<file path="config.mk">
export PLATFORM = sky130hd
export DESIGN_NAME = flash_cmd_decoder
export DESIGN_NICKNAME = d
export VERILOG_FILES = /design/src/rtl/fcd_pkg.sv /design/src/rtl/fcd_match.sv /design/src/rtl/fcd_fsm.sv /design/src/rtl/flash_cmd_decoder.sv
export SDC_FILE = /design/constraint.sdc
export NUM_CORES = 1
export LEC_CHECK = 0
export BUFFER_PORTS_ARGS = -buffer_cell sky130_fd_sc_hd__buf_2
export CAP_MARGIN = 20
export CORE_MARGIN = 4
export CORE_UTILIZATION = 48
export DETAILED_ROUTE_END_ITERATION = 8
export PLACE_DENSITY = 0.88
export SYNTH_ARGS = -nofsm -noshare
export SYNTH_HDL_FRONTEND = slang
export SYNTH_SLANG_ARGS = --single-unit
</file>
<file path="constraint.sdc">
create_clock -name clk -period 5.3 [get_ports clk]
set_clock_uncertainty 0.2 [all_clocks]
set_input_delay 0.53 -clock clk [delete_from_list [all_inputs] [get_ports clk]]
set_output_delay 0.53 -clock clk [all_outputs]
set_load 0.005 [all_outputs]
</file>
<file path="src/rtl/fcd_pkg.sv">
package fcd_pkg;
    localparam int LOW_W = 16;
    localparam logic [LOW_W-1:0] KEY_ADDR_A = 16'hAAAA;
    localparam logic [LOW_W-1:0] KEY_ADDR_B = 16'h5554;
    localparam logic [7:0] CODE_KEY_A   = 8'hAA;
    localparam logic [7:0] CODE_KEY_B   = 8'h55;
    localparam logic [7:0] CODE_RESET   = 8'hF0;
    localparam logic [7:0] CODE_PROG    = 8'hA0;
    localparam logic [7:0] CODE_ESETUP  = 8'h80;
    localparam logic [7:0] CODE_CHIP    = 8'h10;
    localparam logic [7:0] CODE_SECTOR  = 8'h30;
    localparam logic [7:0] CODE_SUSPEND = 8'hB0;
    localparam logic [7:0] CODE_RESUME  = 8'h30;

    typedef enum logic [2:0] {
        ST_READ, ST_KEY1, ST_KEY2, ST_PROG,
        ST_ESETUP, ST_EKEY1, ST_EKEY2, ST_SUSP
    } fcd_state_e;

    typedef enum logic [2:0] {
        EV_NONE, EV_RESET, EV_PROG, EV_CHIP,
        EV_SECTOR, EV_SUSPEND, EV_RESUME, EV_PERR
    } fcd_event_e;

    typedef struct packed {
        logic       hit;
        logic       key_a;
        logic       key_b;
        logic       even;
        logic [7:0] code;
    } fcd_decode_t;
endpackage

</file>
<file path="src/rtl/fcd_match.sv">
module fcd_match
    import fcd_pkg::*;
#(
    parameter int BANK_W = 6,
    parameter logic [BANK_W-1:0] BANK_VAL = '1
) (
    input  logic              wr_en,
    input  logic [BANK_W-1:0] bank_i,
    input  logic [LOW_W-1:0]  low_i,
    input  logic [7:0]        code_i,
    output fcd_decode_t       dec,
    output logic              bank_miss
);
    logic in_region;

    always_comb begin
        in_region = (bank_i == BANK_VAL);
        dec.hit   = wr_en && in_region;
        dec.key_a = (low_i == KEY_ADDR_A);
        dec.key_b = (low_i == KEY_ADDR_B);
        dec.even  = ~low_i[0];
        dec.code  = code_i;
        bank_miss = wr_en && !in_region;
    end
endmodule

</file>
<file path="src/rtl/fcd_fsm.sv">
module fcd_fsm
    import fcd_pkg::*;
#(
    parameter int ADDR_W = 24,
    parameter int DATA_W = 16
) (
    input  logic              clk,
    input  logic              rst_n,
    input  fcd_decode_t       dec,
    input  logic              bank_miss,
    input  logic [ADDR_W-1:0] wr_addr,
    input  logic [DATA_W-1:0] wr_data,
    input  logic              eng_busy,
    input  logic              eng_sector,
    output logic              cmd_reset,
    output logic              cmd_program,
    output logic              cmd_chip_erase,
    output logic              cmd_sector_erase,
    output logic              cmd_suspend,
    output logic              cmd_resume,
    output logic              prog_error,
    output logic [ADDR_W-1:0] prog_addr,
    output logic [DATA_W-1:0] prog_data,
    output logic [ADDR_W-1:0] sector_addr,
    output logic              suspended
);
    fcd_state_e st, st_n;
    fcd_event_e ev_n;
    logic       is_reset;

    // next state and event
    always_comb begin
        st_n     = st;
        ev_n     = EV_NONE;
        is_reset = (dec.code == CODE_RESET);
        if (dec.hit) begin
            if (st == ST_SUSP) begin
                if (dec.code == CODE_RESUME) begin
                    ev_n = EV_RESUME;
                    st_n = ST_READ;
                end
            end else if (eng_busy && eng_sector) begin
                if (dec.code == CODE_SUSPEND) begin
                    ev_n = EV_SUSPEND;
                    st_n = ST_SUSP;
                end else begin
                    st_n = ST_READ;
                end
            end else if (eng_busy) begin
                st_n = ST_READ;
            end else begin
                st_n = ST_READ;
                unique case (st)
                    ST_READ: begin
                        if (dec.key_a && dec.code == CODE_KEY_A) st_n = ST_KEY1;
                        else if (is_reset)                       ev_n = EV_RESET;
                    end
                    ST_KEY1: begin
                        if (dec.key_b && dec.code == CODE_KEY_B) st_n = ST_KEY2;
                        else if (is_reset)                       ev_n = EV_RESET;
                    end
                    ST_KEY2: begin
                        if (dec.key_a && dec.code == CODE_PROG)        st_n = ST_PROG;
                        else if (dec.key_a && dec.code == CODE_ESETUP) st_n = ST_ESETUP;
                        else if (is_reset)                             ev_n = EV_RESET;
                    end
                    ST_PROG: begin
                        ev_n = dec.even ? EV_PROG : EV_PERR;
                    end
                    ST_ESETUP: begin
                        if (dec.key_a && dec.code == CODE_KEY_A) st_n = ST_EKEY1;
                        else if (is_reset)                       ev_n = EV_RESET;
                    end
                    ST_EKEY1: begin
                        if (dec.key_b && dec.code == CODE_KEY_B) st_n = ST_EKEY2;
                        else if (is_reset)                       ev_n = EV_RESET;
                    end
                    ST_EKEY2: begin
                        if (dec.key_a && dec.code == CODE_CHIP) ev_n = EV_CHIP;
                        else if (dec.code == CODE_SECTOR)       ev_n = EV_SECTOR;
                        else if (is_reset)                      ev_n = EV_RESET;
                    end
                    ST_SUSP: st_n = ST_SUSP;
                endcase
            end
        end
    end

    // state register
    always_ff @(posedge clk or negedge rst_n) begin
        if (!rst_n) st <= ST_READ;
        else        st <= st_n;
    end

    // outputs
    always_ff @(posedge clk or negedge rst_n) begin
        if (!rst_n) begin
            cmd_reset        <= 1'b0;
            cmd_program      <= 1'b0;
            cmd_chip_erase   <= 1'b0;
            cmd_sector_erase <= 1'b0;
            cmd_suspend      <= 1'b0;
            cmd_resume       <= 1'b0;
            prog_error       <= 1'b0;
            prog_addr        <= '0;
            prog_data        <= '0;
            sector_addr      <= '0;
        end else begin
            cmd_reset        <= (ev_n == EV_RESET);
            cmd_program      <= (ev_n == EV_PROG);
            cmd_chip_erase   <= (ev_n == EV_CHIP);
            cmd_sector_erase <= (ev_n == EV_SECTOR);
            cmd_suspend      <= (ev_n == EV_SUSPEND);
            cmd_resume       <= (ev_n == EV_RESUME);
            prog_error       <= (ev_n == EV_PERR);
            if (ev_n == EV_PROG) begin
                prog_addr <= wr_addr;
                prog_data <= wr_data;
            end
            if (ev_n == EV_SECTOR) sector_addr <= wr_addr;
        end
    end

    assign suspended = (st == ST_SUSP);

    logic [6:0] pulses;
    assign pulses = {cmd_reset, cmd_program, cmd_chip_erase, cmd_sector_erase,
                     cmd_suspend, cmd_resume, prog_error};

    // pulse outputs are mutually exclusive
    a_r12_one_pulse: assert property (@(posedge clk) disable iff (!rst_n)
        $onehot0(pulses));

    // an out-of-region write leaves state alone and issues nothing
    a_r1_bank_ignored: assert property (@(posedge clk) disable iff (!rst_n)
        bank_miss |=> ($stable(st) && pulses == 7'd0));

    // busy with program or chip erase suppresses every pulse
    a_r9_busy_quiet: assert property (@(posedge clk) disable iff (!rst_n)
        (eng_busy && !eng_sector && st != ST_SUSP) |=> (pulses == 7'd0));

    // during sector erase only a suspend pulse may appear
    a_r10_sector_only_suspend: assert property (@(posedge clk) disable iff (!rst_n)
        (eng_busy && eng_sector && st != ST_SUSP) |=> (pulses == 7'd0 || cmd_suspend));

    // suspended rises only with a suspend pulse
    a_r10_rise_with_suspend: assert property (@(posedge clk) disable iff (!rst_n)
        $rose(suspended) |-> cmd_suspend);

    // suspended falls only with a resume pulse
    a_r11_fall_with_resume: assert property (@(posedge clk) disable iff (!rst_n)
        $fell(suspended) |-> cmd_resume);

    // a program pulse never carries an odd address
    a_r4_even_program: assert property (@(posedge clk) disable iff (!rst_n)
        cmd_program |-> !prog_addr[0]);
endmodule

</file>
<file path="src/rtl/flash_cmd_decoder.sv">
module flash_cmd_decoder
    import fcd_pkg::*;
#(
    parameter int ADDR_W = 24,
    parameter int DATA_W = 16,
    parameter int BANK_W = 6
) (
    input  logic              clk,
    input  logic              rst_n,
    input  logic              wr_en,
    input  logic [ADDR_W-1:0] wr_addr,
    input  logic [DATA_W-1:0] wr_data,
    input  logic              eng_busy,
    input  logic              eng_sector,
    output logic              cmd_reset,
    output logic              cmd_program,
    output logic              cmd_chip_erase,
    output logic              cmd_sector_erase,
    output logic              cmd_suspend,
    output logic              cmd_resume,
    output logic              prog_error,
    output logic [ADDR_W-1:0] prog_addr,
    output logic [DATA_W-1:0] prog_data,
    output logic [ADDR_W-1:0] sector_addr,
    output logic              suspended
);
    localparam logic [BANK_W-1:0] BANK_VAL = '1;

    fcd_decode_t dec;
    logic        bank_miss;

    fcd_match #(.BANK_W(BANK_W), .BANK_VAL(BANK_VAL)) u_match (
        .wr_en     (wr_en),
        .bank_i    (wr_addr[ADDR_W-1 -: BANK_W]),
        .low_i     (wr_addr[LOW_W-1:0]),
        .code_i    (wr_data[7:0]),
        .dec       (dec),
        .bank_miss (bank_miss)
    );

    fcd_fsm #(.ADDR_W(ADDR_W), .DATA_W(DATA_W)) u_fsm (
        .clk              (clk),
        .rst_n            (rst_n),
        .dec              (dec),
        .bank_miss        (bank_miss),
        .wr_addr          (wr_addr),
        .wr_data          (wr_data),
        .eng_busy         (eng_busy),
        .eng_sector       (eng_sector),
        .cmd_reset        (cmd_reset),
        .cmd_program      (cmd_program),
        .cmd_chip_erase   (cmd_chip_erase),
        .cmd_sector_erase (cmd_sector_erase),
        .cmd_suspend      (cmd_suspend),
        .cmd_resume       (cmd_resume),
        .prog_error       (prog_error),
        .prog_addr        (prog_addr),
        .prog_data        (prog_data),
        .sector_addr      (sector_addr),
        .suspended        (suspended)
    );
endmodule

</file>
# ---- Yosys cells after proc, flatten, opt, wreduce, memory -nomap -nowiden
# Cells that the tools add are included.
dict set report classes {
  eq_ne 26
  mux 27
  reduce_logical 11
}
# operator n
set ops {}
lappend ops {{3-bit two-way mux} 20}
lappend ops {{8-bit equality test (second input constant)} 5}
lappend ops {{3-bit case mux with 5 select lines} 2}
lappend ops {{3-bit equality test (second input constant)} 8}
lappend ops {{16-bit by 15-bit equality test with 1-bit output (second input constant)} 1}
lappend ops {{16-bit equality test (second input constant)} 1}
lappend ops {{3-bit by 2-bit equality test with 1-bit output (second input constant)} 4}
lappend ops {{8-bit by 5-bit equality test with 1-bit output (second input constant)} 1}
lappend ops {{8-bit by 6-bit equality test with 1-bit output (second input constant)} 1}
lappend ops {{8-bit by 7-bit equality test with 1-bit output (second input constant)} 1}
lappend ops {{1-bit logical AND} 7}
lappend ops {{3-bit by 1-bit equality test with 1-bit output (second input constant)} 2}
lappend ops {{6-bit equality test (second input constant)} 1}
lappend ops {{1-bit two-way mux} 4}
lappend ops {{2-bit OR reduction} 2}
lappend ops {{3-bit logical NOT} 1}
lappend ops {{2-bit two-way mux} 1}
lappend ops {{2-bit by 1-bit inequality test with 1-bit output (second input constant)} 1}
lappend ops {{2-bit AND reduction} 1}
dict set report totals {
  regBits 74
  wordCells 75
  input_bits 45
  out_inout_bits 72
}

# ---- Longest topological paths before layout
dict set report depth {
  ltp_word 10
  ltp_mapped 8
  ltp_nobuf 6
}

# ---- Cells and area by module
# A second synthesis with hierarchy kept.
dict set report hier_totals {
  hier_cells 240
  hier_area_um2 3580.9
}
# module area_each_um2 cells_each n_inst seq_area_each_um2
set by_module_without_submodules {}
lappend by_module_without_submodules {fcd_fsm 3377.0 217 1 1851.8}
lappend by_module_without_submodules {fcd_match 203.9 23 1 0.0}

# ---- Least setup slack after synthesis
# OpenSTA, ideal clock, no wires.
dict set report synth_path {
  kind {input port to flip-flop}
  start {input wr_data[5]}
  end {register u_fsm.prog_addr[7]}
  n_path_buf 2
  stages 7
  slack_ps 2802
  arrival_ps 2173
  t_required_ps 4975
  setup_ps 125
  path_cell_list {buf_4 and4bb_2 a21oi_1 or2_2 nor4_4 buf_4 mux2_2}
}
dict set report synth_between {
  elab_chain_cells 10
  elab_cells_between_ends 28
  classes_between {eq/ne: 9; mux: 14; reduce/logical: 5}
}
# item line_no
set synth_rtl {}
lappend synth_rtl {{start: declaration} flash_cmd_decoder.sv:12} ;# input logic [DATA_W-1:0] wr_data,
lappend synth_rtl {{8-bit equality test (on tied branches)} {fcd_fsm.sv:35, fcd_fsm.sv:64}}
lappend synth_rtl {{1-bit two-way mux / 1-bit logical AND (equally long branches)} -}
lappend synth_rtl {{3-bit two-way mux / 1-bit two-way mux (equally long branches)} {fcd_fsm.sv:80, fcd_fsm.sv:64}}
lappend synth_rtl {{3-bit two-way mux (on tied branches)} {fcd_fsm.sv:79, fcd_fsm.sv:63}}
lappend synth_rtl {{3-bit case mux with 5 select lines} fcd_fsm.sv:53} ;# unique case (st)
lappend synth_rtl {{3-bit two-way mux} fcd_fsm.sv:49} ;# end else if (eng_busy) begin
lappend synth_rtl {{3-bit two-way mux} fcd_fsm.sv:42} ;# end else if (eng_busy && eng_sector) begin
lappend synth_rtl {{3-bit two-way mux (*)} fcd_fsm.sv:37} ;# if (st == ST_SUSP) begin
lappend synth_rtl {{3-bit two-way mux (*)} fcd_fsm.sv:36} ;# if (dec.hit) begin
lappend synth_rtl {{3-bit by 2-bit equality test with 1-bit output (*)} fcd_fsm.sv:116} ;# if (ev_n == EV_PROG) begin
lappend synth_rtl {{end signal: assignment} fcd_fsm.sv:117} ;# prog_addr <= wr_addr;
lappend synth_rtl {{end: declaration} fcd_fsm.sv:22} ;# output logic [ADDR_W-1:0] prog_addr,
# Mark *: on every way between the ends. The rest lies on a longest branch, timed or not.
# A chain may end at the register's enable or synchronous reset.

# ---- Final worst setup path
dict set report layout_path {
  start {register u_fsm.st[1]}
  end {register u_fsm.sector_addr[4]}
}
dict set report layout_between {
  elab_chain_cells 8
  elab_cells_between_ends 16
  classes_between {eq/ne: 8; mux: 5; reduce/logical: 3}
}
# item line_no
set layout_rtl {}
lappend layout_rtl {{start: declaration} fcd_fsm.sv:27} ;# fcd_state_e st, st_n;
lappend layout_rtl {{start signal: assignment} fcd_fsm.sv:92} ;# else st <= st_n;
lappend layout_rtl {{3-bit by 1-bit equality test with 1-bit output (tied with other cells)} fcd_fsm.sv:53}
lappend layout_rtl {{2-bit OR reduction (no source line)} -}
lappend layout_rtl {{3-bit case mux with 5 select lines} fcd_fsm.sv:53}
lappend layout_rtl {{3-bit two-way mux} fcd_fsm.sv:49}
lappend layout_rtl {{3-bit two-way mux} fcd_fsm.sv:42}
lappend layout_rtl {{3-bit two-way mux (*)} fcd_fsm.sv:37}
lappend layout_rtl {{3-bit two-way mux (*)} fcd_fsm.sv:36}
lappend layout_rtl {{3-bit equality test (*)} fcd_fsm.sv:120} ;# if (ev_n == EV_SECTOR) sector_addr <= wr_addr;
lappend layout_rtl {{end signal: assignment} fcd_fsm.sv:120}
lappend layout_rtl {{end: declaration} fcd_fsm.sv:24} ;# output logic [ADDR_W-1:0] sector_addr,
# Marked as above.

==> impl_results.md <==
- Largest net degree at the start of global routing: 75
- Mapped Nets: 282
- Status: completed
- Post-CTS Hold Fix Bufs: 0
- Syn. warnings: 0
- Number of buffers created by CTS: 9
- Routed WL: 7470 microns
- Tightest Pin Transition: 0.891 ns
- Final Wtd Congestion: 0.878
- MaxCap Viol Count: 0
- Met1 wire length: 3060 microns
- Critical path launch point type: flip-flop
- Pwr dens: 280 nW/um^2
- Die Wd: 89.8 microns
- Mapped cell area: 3210 sq um
- Met2 wire len: 3670 microns
- FP Rows: 29
- Final setup viols: 0
- Vias: 2,412
- Die area: 8060 sq um
- Worst Path Max Fanout: 25
- Clk sinks: 74
- First drt pass iteration count: 4
- Fin Setup TNS: 0 ns
- Vias per Instance: 5.49
- GRT Total Usage: 19.4%
- Hold Path Class: in -> async
- Clk slew on worst S/H paths: 0.07 ns
- Routed Antenna Nets: 0
- Die height: 89.8 microns
- Gates resized, CTS repair: 0
- Setup crit end kind: flip-flop
- Worst skew pair latency: 0.33 ns
- R2r setup slk: 2.50 ns
- Total congestion overflow: 0
- Lkg Pwr: 2.30 nW
- Final cycle utilization of the critical path: 52.8%
- Routed wl met3: 593 microns
- Avg WL per Cell: 17.0 microns
- H-tree lvl count: 3
- Post-DP Area: 3820 sq um
- Post-route minimum period: 2.80 ns
- Initial antenna violation count: 0
- Nets: 402
- Post-DP HPWL: 5480 microns
- Max Buffers Root-to-Sink: 2
- Headroom to the max-slew limit: 40.6%
- Highest metal used: met4
- I/O pins: 117
- Core ar.: 6420 sq um
- CP Class: reg -> reg
- Worst VDD drop: 0.000266 V
- Unrepaired setup endpoints after global routing: no
- Fraction of layout cells with a size suffix above 1: 54.7%
- CP required: 5.32 ns
- Commonest non-fill, non-tap cell in the layout: buf_2
- Synth-to-Final Area Change: 26.7%
- Mean Syn Cell Area: 13.5 sq um
- Drt drc: 0
- Final hold vios: 0
- N_diodes: 0
- Synth unique cells: 42
- Final Max Slew Viols: 0
- Buffers on Ports: 116
- Sequential share of the synthesized area: 57.7%
- Post CTS Setup Buffer Count: 0
- Max Fclk: 357 MHz
- Initial Util: 50.0%
- Syn Inst Count: 237
- Post-synthesis register bit count: 74
- Critical Path AT: 2.82 ns
- Detailed Route Iter0 Violations: 186
- First-pass GRT wire length: 12,700 microns
- Vias in the first global route: 2,577
- Clock root buffer: clkbuf_8
- Final std cell area, no fill: 4070 sq um
- Most frequent cells in the layout: 115 x buf_2, 74 x dfrtp_1, 49 x mux2_2
- CTS tree: yes
-- where the power goes --
| group | internal [mW] | switching [mW] | leakage, nW |
|---|---|---|---|
| Clock | 0.327 | 0.201 | 0.121 |
| Sequential | 0.564 | 0.0000769 | 1.03 |
| Combinational | 0.0177 | 0.0304 | 1.15 |
| Total | 0.909 | 0.231 | 2.30 |
-- worst max-delay path: stages, from the launching register on --
cell,delay [ns]
dfrtp_1,0.51
and4bb_2,0.33
nand4_1,0.08
o21ai_0,0.14
a32oi_1,0.38
nand3_2,0.56
mux2_2,0.48
-- metal layers --
layer / vias to the layer above / global-route usage (%)
li1: 1106 / -
met1: 1189 / 25.0
met2: 104 / 30.7
met3: 13 / 6.34
met4: 0 / 7.41
met5: - / 0
-- stage by stage --
step	utilization (%)	std cells	hold WS [ns]	setup slack (ns)	power, mW
after global placement	59.5	423	0.246	2.34	0.624
after detailed placement	59.5	423	0.248	2.26	0.624
after global routing	63.3	439	0.190	2.33	1.18
final	63.3	439	0.101	2.50	1.14
after CTS	63.3	439	0.137	2.51	1.15
after floorplan	-	237	0.0344	2.80	0.585
-- state kept, by name, summed over array words and instances (netlist names), 3 cells and up --
signal,cells
u_fsm.st,3
u_fsm.prog_addr,24
u_fsm.sector_addr,24
u_fsm.prog_data,16
-- synth_stat cells (all sizes together) --
| library cell | number | share of area (%) |
|---|---|---|
| mux2 | 51 | 18 |
| a22o | 2 | 0.55 |
| nor2b | 4 | 0.78 |
| nor3b | 2 | 0.47 |
| and2 | 2 | 0.39 |
| o211ai | 1 | 0.23 |
| nand2b | 6 | 1.2 |
| a21oi | 3 | 0.47 |
| o21ai | 8 | 1.6 |
| nand4b | 1 | 0.27 |
| buf | 9 | 2.5 |
| and3 | 1 | 0.19 |
| a32oi | 1 | 0.27 |
| nand4 | 8 | 1.6 |
| a22oi | 1 | 0.23 |
| nor4 | 2 | 1.3 |
| nor3 | 7 | 1.1 |
| nand3 | 4 | 0.78 |
| or4b | 1 | 0.31 |
| nand2 | 6 | 0.70 |
| a211o | 1 | 0.27 |
| nor4bb | 5 | 1.6 |
| or2 | 8 | 1.6 |
| inv | 4 | 0.47 |
| and4b | 2 | 0.62 |
| nor4b | 3 | 0.82 |
| a21o | 1 | 0.23 |
| or3b | 1 | 0.27 |
| a32o | 1 | 0.31 |
| dfrtp | 74 | 58 |
| o311ai | 1 | 0.27 |
| a31oi | 2 | 0.39 |
| nor2 | 9 | 1.1 |
| and4 | 1 | 0.27 |
| and4bb | 3 | 1.2 |
| o31ai | 1 | 0.23 |
-- worst paths after layout --
kind | to | startpoint | cells past startpoint
worst max-delay path | u_fsm.sector_addr[4] | u_fsm.st[1] | 6
worst min-delay path | u_fsm.sector_addr[19] | rst_n | 1
worst max register to register | u_fsm.sector_addr[4] | u_fsm.st[1] | 6
worst min register to register | u_fsm.sector_addr[22] | u_fsm.sector_addr[22] | 1
max in group asynchronous | u_fsm.st[2] | rst_n | 1
min in group clk | u_fsm.prog_data[13] | wr_data[13] | 2
-- logic make-up (layout without fill, tap and decap cells) --
kind of cell | Yosys count | count (layout) | synth area share [%]
compound gates | 23 | 23 | 5.07
flops | 74 | 74 | 57.7
mux | 51 | 51 | 17.9
simple gates | 76 | 76 | 16.4
buf+inv | 13 | 138 | 3.00
-- cell type report --
class	instances	area, sq um
multi-input combinational	150	1260
inverter	4	15.0
clock inverter	4	98.8
fill	519	2350
clock buffer	12	145
timing repair buffer	118	598
sequential	74	1850
tap	77	96.3
Power figures use the tool's default switching activity.
